### src/rtl/hdr_tagger_pkg.sv
package hdr_tagger_pkg;

  localparam int NUM_SLOTS = 10;

  localparam logic [7:0] SEC_HOPOPT  = 8'h00;
  localparam logic [7:0] SEC_ICMP4   = 8'h01;
  localparam logic [7:0] SEC_IPV4    = 8'h04;
  localparam logic [7:0] SEC_TCP     = 8'h06;
  localparam logic [7:0] SEC_UDP     = 8'h11;
  localparam logic [7:0] SEC_IPV6    = 8'h29;
  localparam logic [7:0] SEC_ROUTE   = 8'h2B;
  localparam logic [7:0] SEC_FRAG    = 8'h2C;
  localparam logic [7:0] SEC_ESP     = 8'h32;
  localparam logic [7:0] SEC_AUTH    = 8'h33;
  localparam logic [7:0] SEC_ICMP6   = 8'h3A;
  localparam logic [7:0] SEC_DSTOPT  = 8'h3C;
  localparam logic [7:0] SEC_ETH     = 8'hFD;
  localparam logic [7:0] SEC_PAYLOAD = 8'hFE;
  localparam logic [7:0] SEC_UNKNOWN = 8'hFF;

  localparam logic [15:0] ETYPE_V4 = 16'h0800;
  localparam logic [15:0] ETYPE_V6 = 16'h86DD;
  localparam logic [15:0] ETH_LEN  = 16'd14;

  // strobes from control to datapath for the byte on the input this cycle
  typedef struct packed {
    logic       take;      // byte is tagged
    logic       restart;   // byte opens a new frame
    logic [7:0] code;      // section of this byte
    logic [7:0] nextCode;  // section after this one if this byte closes it
  } dpCtl_t;

  // sections whose length is known from their own bytes
  function automatic logic isBounded(input logic [7:0] c);
    case (c)
      SEC_ETH, SEC_IPV4, SEC_IPV6, SEC_HOPOPT, SEC_ROUTE, SEC_FRAG,
      SEC_DSTOPT, SEC_AUTH, SEC_TCP, SEC_UDP: return 1'b1;
      default: return 1'b0;
    endcase
  endfunction

  // next-header numbers followed without a tunnel step
  function automatic logic isPlainProto(input logic [7:0] c);
    case (c)
      SEC_HOPOPT, SEC_ICMP4, SEC_TCP, SEC_UDP, SEC_ROUTE, SEC_FRAG,
      SEC_ESP, SEC_AUTH, SEC_ICMP6, SEC_DSTOPT: return 1'b1;
      default: return 1'b0;
    endcase
  endfunction

  function automatic logic isExtHdr(input logic [7:0] c);
    case (c)
      SEC_HOPOPT, SEC_ROUTE, SEC_FRAG, SEC_DSTOPT, SEC_AUTH: return 1'b1;
      default: return 1'b0;
    endcase
  endfunction

  // length assumed on entry, before any length field has been read
  function automatic logic [15:0] entryLen(input logic [7:0] c);
    case (c)
      SEC_IPV4, SEC_TCP: return 16'd20;
      SEC_IPV6:          return 16'd40;
      SEC_ETH:           return ETH_LEN;
      default:           return 16'd8;
    endcase
  endfunction

  function automatic logic [NUM_SLOTS-1:0] slotHit(input logic [7:0] c);
    logic [NUM_SLOTS-1:0] m;
    m = '0;
    case (c)
      SEC_IPV6:                                m[0] = 1'b1;
      SEC_IPV4:                                m[1] = 1'b1;
      SEC_TCP, SEC_UDP, SEC_ICMP4, SEC_ICMP6:  m[2] = 1'b1;
      SEC_PAYLOAD:                             m[3] = 1'b1;
      SEC_HOPOPT:                              m[4] = 1'b1;
      SEC_ROUTE:                               m[5] = 1'b1;
      SEC_FRAG:                                m[6] = 1'b1;
      SEC_DSTOPT:                              m[7] = 1'b1;
      SEC_AUTH:                                m[8] = 1'b1;
      SEC_ESP:                                 m[9] = 1'b1;
      default:                                 m = '0;
    endcase
    return m;
  endfunction

endpackage

### src/rtl/hdr_tagger_ctrl.sv
module hdr_tagger_ctrl
  import hdr_tagger_pkg::*;
#(
  parameter int TUNNEL_MAX = 3,
  parameter int TUN_W      = $clog2(TUNNEL_MAX + 1)
) (
  input  logic             clk,
  input  logic             rstN,
  input  logic             inValid,
  input  logic             inSof,
  input  logic             inEof,
  input  logic [7:0]       inByte,
  input  logic             secLast,
  input  logic [7:0]       nhByte,
  output dpCtl_t           ctl,
  output logic             outValid,
  output logic [7:0]       outCode,
  output logic [TUN_W-1:0] outTunnel
);

  localparam logic [TUN_W-1:0] TUN_CAP = TUN_W'(TUNNEL_MAX);

  logic             inFrame;
  logic [7:0]       curCode;
  logic [TUN_W-1:0] tunnel;

  logic             take;
  logic [7:0]       effCode;
  logic [TUN_W-1:0] effTun;
  logic [7:0]       nxtCode;
  logic [TUN_W-1:0] nxtTun;

  assign take    = inValid && (inSof || inFrame);
  assign effCode = inSof ? SEC_ETH : curCode;
  assign effTun  = inSof ? '0 : tunnel;

  // region following the one that closes on this byte
  always_comb begin
    nxtCode = SEC_UNKNOWN;
    nxtTun  = effTun;
    case (effCode)
      SEC_ETH: begin
        if ({nhByte, inByte} == ETYPE_V4)      nxtCode = SEC_IPV4;
        else if ({nhByte, inByte} == ETYPE_V6) nxtCode = SEC_IPV6;
        else                                   nxtCode = SEC_UNKNOWN;
      end
      SEC_TCP, SEC_UDP: nxtCode = SEC_PAYLOAD;
      default: begin
        if (nhByte == SEC_IPV4 || nhByte == SEC_IPV6) begin
          if (effTun == TUN_CAP) begin
            nxtCode = SEC_UNKNOWN;
          end else begin
            nxtCode = nhByte;
            nxtTun  = effTun + 1'b1;
          end
        end else if (isPlainProto(nhByte)) begin
          nxtCode = nhByte;
        end
      end
    endcase
  end

  always_comb begin
    ctl.take     = take;
    ctl.restart  = inValid && inSof;
    ctl.code     = effCode;
    ctl.nextCode = nxtCode;
  end

  always_ff @(posedge clk or negedge rstN) begin
    if (!rstN) begin
      inFrame   <= 1'b0;
      curCode   <= SEC_UNKNOWN;
      tunnel    <= '0;
      outValid  <= 1'b0;
      outCode   <= SEC_UNKNOWN;
      outTunnel <= '0;
    end else begin
      outValid <= take;
      if (take) begin
        inFrame   <= !inEof;
        curCode   <= secLast ? nxtCode : effCode;
        tunnel    <= secLast ? nxtTun : effTun;
        outCode   <= effCode;
        outTunnel <= effTun;
      end
    end
  end

endmodule

### src/rtl/hdr_tagger_dp.sv
module hdr_tagger_dp
  import hdr_tagger_pkg::*;
#(
  parameter int OFF_W = 16
) (
  input  logic                       clk,
  input  logic                       rstN,
  input  dpCtl_t                     ctl,
  input  logic [7:0]                 inByte,
  output logic                       secLast,
  output logic [7:0]                 nhByte,
  output logic [OFF_W-1:0]           outOffset,
  output logic [NUM_SLOTS*OFF_W-1:0] startOffsets,
  output logic [NUM_SLOTS-1:0]       startValid
);

  logic [OFF_W-1:0] pos;
  logic [OFF_W-1:0] idx;
  logic [OFF_W-1:0] secLen;
  logic [7:0]       nhReg;

  logic [OFF_W-1:0] effPos;
  logic [OFF_W-1:0] effIdx;
  logic [OFF_W-1:0] effLen;
  logic             lenLoad;
  logic [OFF_W-1:0] lenVal;
  logic             nhCap;
  logic [NUM_SLOTS-1:0] hit;

  assign effPos  = ctl.restart ? '0 : pos;
  assign effIdx  = ctl.restart ? '0 : idx;
  assign effLen  = ctl.restart ? OFF_W'(ETH_LEN) : secLen;
  assign secLast = ctl.take && isBounded(ctl.code) && (effIdx == effLen - 1'b1);
  assign nhByte  = nhReg;
  assign hit     = slotHit(ctl.code);

  // length fields, each read before its region can end
  always_comb begin
    lenLoad = 1'b0;
    lenVal  = effLen;
    case (ctl.code)
      SEC_IPV4: if (effIdx == OFF_W'(0)) begin
        lenLoad = 1'b1;
        lenVal  = OFF_W'({inByte[3:0], 2'b00});
      end
      SEC_HOPOPT, SEC_ROUTE, SEC_DSTOPT: if (effIdx == OFF_W'(1)) begin
        lenLoad = 1'b1;
        lenVal  = (OFF_W'(inByte) + 1'b1) << 3;
      end
      SEC_AUTH: if (effIdx == OFF_W'(1)) begin
        lenLoad = 1'b1;
        lenVal  = (OFF_W'(inByte) + OFF_W'(2)) << 2;
      end
      SEC_TCP: if (effIdx == OFF_W'(12)) begin
        lenLoad = 1'b1;
        lenVal  = OFF_W'({inByte[7:4], 2'b00});
      end
      default: lenLoad = 1'b0;
    endcase
  end

  // byte naming the following region (ethertype high byte for Ethernet)
  always_comb begin
    case (ctl.code)
      SEC_ETH:  nhCap = (effIdx == OFF_W'(12));
      SEC_IPV4: nhCap = (effIdx == OFF_W'(9));
      SEC_IPV6: nhCap = (effIdx == OFF_W'(6));
      default:  nhCap = isExtHdr(ctl.code) && (effIdx == '0);
    endcase
  end

  always_ff @(posedge clk or negedge rstN) begin
    if (!rstN) begin
      pos       <= '0;
      idx       <= '0;
      secLen    <= OFF_W'(ETH_LEN);
      nhReg     <= '0;
      outOffset <= '0;
    end else if (ctl.take) begin
      pos       <= effPos + 1'b1;
      idx       <= secLast ? '0 : effIdx + 1'b1;
      secLen    <= secLast ? OFF_W'(entryLen(ctl.nextCode)) : (lenLoad ? lenVal : effLen);
      nhReg     <= nhCap ? inByte : nhReg;
      outOffset <= effIdx;
    end
  end

  for (genvar s = 0; s < NUM_SLOTS; s++) begin : g_slot
    logic             vld;
    logic [OFF_W-1:0] off;
    always_ff @(posedge clk or negedge rstN) begin
      if (!rstN) begin
        vld <= 1'b0;
        off <= '0;
      end else if (ctl.take) begin
        if (ctl.restart) begin
          vld <= 1'b0;
          off <= '0;
        end else if (effIdx == '0 && hit[s] && !vld) begin
          vld <= 1'b1;
          off <= effPos;
        end
      end
    end
    assign startValid[s]                  = vld;
    assign startOffsets[s*OFF_W +: OFF_W] = off;
  end

endmodule

### src/rtl/hdr_section_tagger.sv
module hdr_section_tagger
  import hdr_tagger_pkg::*;
#(
  parameter int OFF_W      = 16,
  parameter int TUNNEL_MAX = 3,
  parameter int TUN_W      = $clog2(TUNNEL_MAX + 1)
) (
  input  logic                       clk,
  input  logic                       rstN,
  input  logic                       inValid,
  input  logic                       inSof,
  input  logic                       inEof,
  input  logic [7:0]                 inByte,
  output logic                       outValid,
  output logic [7:0]                 outCode,
  output logic [OFF_W-1:0]           outOffset,
  output logic [TUN_W-1:0]           outTunnel,
  output logic [NUM_SLOTS*OFF_W-1:0] startOffsets,
  output logic [NUM_SLOTS-1:0]       startValid
);

  dpCtl_t     ctl;
  logic       secLast;
  logic [7:0] nhByte;

  hdr_tagger_ctrl #(.TUNNEL_MAX(TUNNEL_MAX), .TUN_W(TUN_W)) u_ctrl (
    .clk(clk), .rstN(rstN), .inValid(inValid), .inSof(inSof), .inEof(inEof),
    .inByte(inByte), .secLast(secLast), .nhByte(nhByte), .ctl(ctl),
    .outValid(outValid), .outCode(outCode), .outTunnel(outTunnel)
  );

  hdr_tagger_dp #(.OFF_W(OFF_W)) u_dp (
    .clk(clk), .rstN(rstN), .ctl(ctl), .inByte(inByte), .secLast(secLast),
    .nhByte(nhByte), .outOffset(outOffset), .startOffsets(startOffsets),
    .startValid(startValid)
  );

endmodule

### config.mk
export PLATFORM = sky130hd
export DESIGN_NAME = hdr_section_tagger
export DESIGN_NICKNAME = d
export VERILOG_FILES = /design/src/rtl/hdr_tagger_pkg.sv /design/src/rtl/hdr_tagger_ctrl.sv /design/src/rtl/hdr_tagger_dp.sv /design/src/rtl/hdr_section_tagger.sv
export SDC_FILE = /design/constraint.sdc
export NUM_CORES = 1
export LEC_CHECK = 0
export BUFFER_PORTS_ARGS = -buffer_cell sky130_fd_sc_hd__clkbuf_2
export CORE_ASPECT_RATIO = 0.9
export CORE_UTILIZATION = 45
export DETAILED_ROUTE_END_ITERATION = 8
export GPL_TIMING_DRIVEN = 0
export HOLD_SLACK_MARGIN = 0.08
export PLACE_DENSITY = 0.66
export SYNTH_ARGS = -nofsm -noshare
export SYNTH_HDL_FRONTEND = slang
export SYNTH_SLANG_ARGS = --single-unit
### constraint.sdc
create_clock -name clk -period 4.1 [get_ports clk]
set_clock_uncertainty 0.15 [all_clocks]
set_input_delay 0.41 -clock clk [delete_from_list [all_inputs] [get_ports clk]]
set_output_delay 0.41 -clock clk [all_outputs]
set_load 0.01 [all_outputs]
# Word-level counts from Yosys, hierarchy flattened
# Index checks and enable logic that the tools add are counted.
[totals] register_bits=264 out_inout_bits=197
[classes] n_eq_ne=36 reduce_logical=72 n_mux=86 add_sub_neg=6
[op_table] cell="16-bit 2-to-1 mux" n=30
[op_table] cell="8-bit by 6-bit == test with 1-bit output, second input constant" n=15
[op_table] cell="16-bit case mux with 4 select lines" n=1
[op_table] cell="8-bit 2-to-1 mux" n=7
[op_table] cell="8-bit by 3-bit == test with 1-bit output, second input constant" n=6
[op_table] cell="1-bit 2-to-1 mux" n=39
[op_table] cell="16-bit by 1-bit adder with 16-bit output, second input constant" n=2
[op_table] cell="16-bit by 4-bit == test with 1-bit output, second input constant" n=2
[op_table] cell="1-bit logical AND" n=25
[op_table] cell="8-bit == test, second input constant" n=3
[op_table] cell="2-bit AND reduction" n=11
[op_table] cell="2-bit nonzero test" n=10
[op_table] cell="10-bit OR reduction" n=2
[op_table] cell="6-bit case mux with 3 select lines" n=1
[op_table] cell="16-bit by 1-bit == test with 1-bit output, second input constant" n=1
[op_table] cell="16-bit by 12-bit == test with 1-bit output, second input constant" n=1
[op_table] cell="16-bit == test" n=1
[op_table] cell="16-bit == test, second input constant" n=1
[op_table] cell="16-bit by 3-bit == test with 1-bit output, second input constant" n=1
[op_table] cell="8-bit by 1-bit == test with 1-bit output, second input constant" n=2
[op_table] cell="8-bit by 5-bit == test with 1-bit output, second input constant" n=2
[op_table] cell="16-bit logical NOT" n=1
[op_table] cell="8-bit logical NOT" n=2
[op_table] cell="8-bit case mux with 2 select lines" n=1
[op_table] cell="other kinds (13)" n=33

# Logic depth before layout (Yosys ltp)
[logic_depth] depth_word=12 depth_mapped=16

# Modules after synthesis
# Synthesis repeated with hierarchy kept, for this count alone.
[unflattened] cells_unflattened=1282 hier_area_um2=12673.4
[by_module_without_submodules] mod="hdr_tagger_dp" n_inst=1 cells_each=1131 area_each_um2=11272.1
[by_module_without_submodules] mod="hdr_tagger_ctrl" n_inst=1 cells_each=151 area_each_um2=1401.3

# Worst setup path after synthesis
# Ideal clock, no wire load.
[synth_path] kind="input to register" startpoint="in inValid" endpoint="reg u_ctrl.tunnel[0]" arrival_time_ns=3.473 required_time_ns=3.826 cell_stages=16 slack_ns=0.353 setup_ns=0.124 path_buffers=5 cell_sequence="clkbuf_1 nand2_1 clkbuf_1 clkbuf_1 nand2_1 ha_1 or3b_2 nor3_1 xnor2_1 o211ai_1 o31ai_4 and3_1 buf_6 buf_8 nand3_2 o31a_1"
[synth_between] elab_chain_len=6 elab_cells_between_ends=9 cone_classes="add/sub (1); eq/ne (1); mux (3); reduce/logical (4)"
[synth_rtl] element="start, declared" line="hdr_section_tagger.sv:10" text="input logic inValid,"
[synth_rtl] element="1-bit logical AND" line="hdr_tagger_ctrl.sv:65" text="ctl.restart = inValid && inSof;"
[synth_rtl] element="16-bit 2-to-1 mux" line="hdr_tagger_dp.sv:32" text="assign effLen = ctl.restart ? OFF_W'(ETH_LEN) : secLen;"
[synth_rtl] element="16-bit by 1-bit subtractor with 16-bit output" line="hdr_tagger_dp.sv:33" text="assign secLast = ctl.take && isBounded(ctl.code) && (effIdx == effLen - 1'b1);"
[synth_rtl] element="16-bit == test" line="hdr_tagger_dp.sv:33"
[synth_rtl] element="1-bit logical AND" line="hdr_tagger_dp.sv:33"
[synth_rtl] element="2-bit 2-to-1 mux" line="hdr_tagger_ctrl.sv:83" text="tunnel <= secLast ? nxtTun : effTun;"
[synth_rtl] element="end signal, assigned" line="hdr_tagger_ctrl.sv:83"
[synth_rtl] element="end, declared" line="hdr_tagger_ctrl.sv:25" text="logic [TUN_W-1:0] tunnel;"
# Several ways; a longest one is shown, not always the timed one.
# A chain may end at the register's enable or synchronous reset.

# Worst setup path in the final report
[layout_path] startpoint="in inSof" endpoint="reg u_dp.secLen[10]"
[layout_between] elab_chain_len=7 elab_cells_between_ends=38 cone_classes="add/sub (1); eq/ne (12); mux (15); reduce/logical (10)"
[layout_rtl] element="start, declared" line="hdr_section_tagger.sv:11" text="input logic inSof,"
[layout_rtl] element="parallel branches: the longest is 7 deep, another holds 16-bit by 1-bit subtractor with 16-bit output"
[layout_rtl] element="end signal, assigned" line="hdr_tagger_dp.sv:76" text="secLen <= OFF_W'(ETH_LEN);"
[layout_rtl] element="end signal, assigned" line="hdr_tagger_dp.sv:82" text="secLen <= secLast ? OFF_W'(entryLen(ctl.nextCode)) : (lenLoad ? lenVal : effLen);"
[layout_rtl] element="end, declared" line="hdr_tagger_dp.sv:19" text="logic [OFF_W-1:0] secLen;"
# Parallel ways; which one is timed is not known.

==> results.ini <==
[global_routing]
track_usage_pct=26.8
grt_pass1_vias=10834
grt_pass1_wl_mm=61.7
grt_overflow=0
antenna_found_initial=0
grt_max_degree=106

[sta]
fin_crit_sh_pct=97.2
relSlewSlack_pct=31.5
rsz0062_at_grt=false
final_hold_viol_count=0
period_needed_ns=3.98
tightestPinTransition_ns=1.03
slew_viol_final=0
fmax_mhz=251
fin_tns_setup_ns=0
setup_violations=0

[setup_path]
rr_startpoint=u_ctrl.curCode[2]
worstSetupEndpointType=flip-flop
setup.worst_path.class=in -> reg
required_ns=4.38
startpoint=inSof
arrival_ns=4.27
cp-start-kind=input pin
crit_path_max_fanout=10

[cts]
cts_tree=yes
clk_latency_ns=0.54
clk_pin_slew_ns=0.06
cts-root-buf=clkbuf_16
cts.sinks=264
cts_made_buffers=28
htree_levels=1
cts_max_path_buffers=3

[floorplanning]
dieArea_mm2=0.0295
rows=58
io_pins=210
start_util_pct=46.0
die_height_um=163
die_w_um=181
core_mm2=0.0282

[synthesis]
synth_top_area_cell=dfrtp_1
synth-seq-cells=264
syn-cell-area_mm2=0.0130
synth_fp_nets=1431
ys_seq_area_share_pct=51.2
synth-edff-count=0
yosysWarnings=0
ys.flop_type=dfrtp_1
synthArstFlopShare_pct=100
synth_top_area_share_pct=47.3
synthDistinctLibCells=84
synth_area_per_cell_um2=9.20
synthTopCellsByArea=dfrtp_1 (47%), nand2_1 (9.4%), a21oi_1 (5.8%)
synth_cells=1409

[drt]
finalWirelength_mm=39.6
drtIter0Drc=1021
post_drt_wl_per_cell_um=19.5
drt_first_pass_iters=5
vias=11493
vias_per_cell=5.66
remaining_drc_errors=0
antenna_left=0

[power_and_ir_drop]
total_power_uw=5940
p_per_area_mw_per_mm2=384
p_leak_uw=0.00712
vdd_drop_max_mv=0.346

[finish]
final_common_cell=nand2_1
syn_to_final_growth_pct=19.4
fill_cells=2574
layout_common_cells=nand2_1 (324), dfrtp_1 (245), clkbuf_2 (210), a21oi_1 (150), nor2_1 (110)
drive_gt1_share_pct=21.3
n_antenna_cell=0
final_nets=1672
layoutNonFillerInstCount=2029
fin_area_mm2=0.0155

[worst_hold_path]
hp-start=inByte[1]
min_path_type=in -> reg

[place]
place_congestion=0.871
hpwl_mm=27.6
place_inst=1976
place_area_mm2=0.0145
port_buffers=205

[job]
maxCapViolCount=0

[outcome]
status=finished, final reports clean

[report_power, final]
group          leakage [µW]  switching, µW  internal, µW  total [µW]
combinational       0.00307            452           212         665
sequential          0.00360           83.9          2680        2760
clock              0.000445           1060          1460        2520
[per-layer routing]
layer	vias to the layer above	GRT usage [%]	share of wire (%)
met2	422	40.8	45
met5	-	0	0
met3	54	4.79	7.7
met1	5702	39.3	46
met4	0	6.72	2.0
li1	5315	-	-
[cells by family after synthesis]
kind of cell             Yosys count  share of synthesized area, %
XOR/XNOR                          43                          2.91
AND/OR/NAND/NOR                  615                          22.3
buffers and inverters            140                          4.95
multiplexers                      58                          4.56
flip-flops                       264                          51.2
adder cells (fa/ha/maj)            9                         0.869
AO/OA/AOI/OAI                    280                          13.2
[final cells by class]
| cell class | instances | area [µm²] | area share (%) |
|---|---|---|---|
| Clock inverter | 7 | 68.8 | 0.445 |
| Buffer | 123 | 586 | 3.78 |
| Inverter | 17 | 63.8 | 0.412 |
| Tap cell | 360 | 450 | 2.91 |
| Timing Repair Buffer | 211 | 1120 | 7.27 |
| Multi-Input combinational cell | 1005 | 5720 | 36.9 |
| Sequential cell | 264 | 6630 | 42.8 |
| Clock buffer | 42 | 835 | 5.39 |
[final timing paths]
kind                       slack [ns]  depth (start not counted)               endpoint
max reg2reg                      0.58                          8        u_dp.secLen[10]
min in group asynchronous        0.37                          2         u_dp.nhByte[2]
min                              0.15                          3         u_dp.nhByte[1]
min reg2reg                      0.36                          2      u_ctrl.outCode[1]
max in group asynchronous        2.41                          3  u_dp.g_slot[7].off[7]
max                              0.12                         16        u_dp.secLen[10]
[cell usage after synthesis (4+ instances only)]
| cell type | count |
|---|---|
| a21oi_1 | 150 |
| a22o_1 | 5 |
| a2bb2oi_1 | 8 |
| a31oi_1 | 4 |
| and2_1 | 7 |
| and3_1 | 12 |
| and4_1 | 8 |
| buf_1 | 5 |
| buf_2 | 25 |
| buf_4 | 13 |
| clkbuf_1 | 74 |
| dfrtp_1 | 245 |
| dfstp_2 | 19 |
| ha_1 | 9 |
| inv_1 | 16 |
| mux2_2 | 8 |
| mux2i_1 | 50 |
| nand2_1 | 325 |
| nand2b_1 | 11 |
| nand3_1 | 25 |
| nand4_1 | 17 |
| nor2_1 | 110 |
| nor2b_1 | 5 |
| nor3_1 | 18 |
| nor3_2 | 6 |
| nor3b_1 | 4 |
| nor4_1 | 15 |
| o211ai_1 | 5 |
| o21a_1 | 8 |
| o21ai_0 | 41 |
| o22a_1 | 12 |
| o22ai_1 | 9 |
| o31ai_1 | 4 |
| or3_1 | 14 |
| or4_1 | 5 |
| xnor2_1 | 21 |
| xor2_1 | 22 |
[stage by stage]
step                utilization, %  hold slack [ns]  setup WS, ns
CTS                           54.9            0.141        0.0337
finish                        55.0            0.145         0.116
global route                  55.0            0.170        0.0216
global placement              51.3            0.352         -3.20
detailed placement            51.5            0.347        -0.915
floorplan                        -          -0.0356         0.353
[flip-flops by register name, indices dropped and copies added, names as in the netlist]
| signal | cells |
|---|---|
| u_dp.outOffset | 16 |
| u_ctrl.outCode | 8 |
| u_dp.nhByte | 8 |
| u_ctrl.tunnel | 2 |
| u_ctrl.curCode | 8 |
| u_ctrl.outValid | 1 |
| u_ctrl.outTunnel | 2 |
| u_dp.secLen | 16 |
| u_dp.g_slot.vld | 10 |
| u_dp.idx | 16 |
| u_ctrl.inFrame | 1 |
| u_dp.pos | 16 |
| u_dp.g_slot.off | 160 |
[timing repair]
| item | 4_1_cts | 5_1_grt |
|---|---|---|
| hold buffers | 2 | 0 |
| pin swaps | 1 | 0 |
| gates resized for setup | 4 | 8 |
| endpoints found under the setup margin | 41 | 31 |
| endpoints found under the hold margin | 79 | 0 |
| buffers inserted | 2 | 0 |
[worst max-delay path, stage by stage]
cell	delay, ns
clkbuf_2	0.25
buf_4	0.26
nand2_2	0.18
clkbuf_2	0.26
clkbuf_2	0.25
nand2_1	0.12
ha_1	0.23
or3b_2	0.51
nor3_1	0.23
xnor2_1	0.15
o211ai_1	0.15
o31ai_4	0.33
buf_4	0.19
nand2_2	0.14
a21o_1	0.29
a32o_1	0.28
No activity file was read; power rests on OpenSTA's default activity.
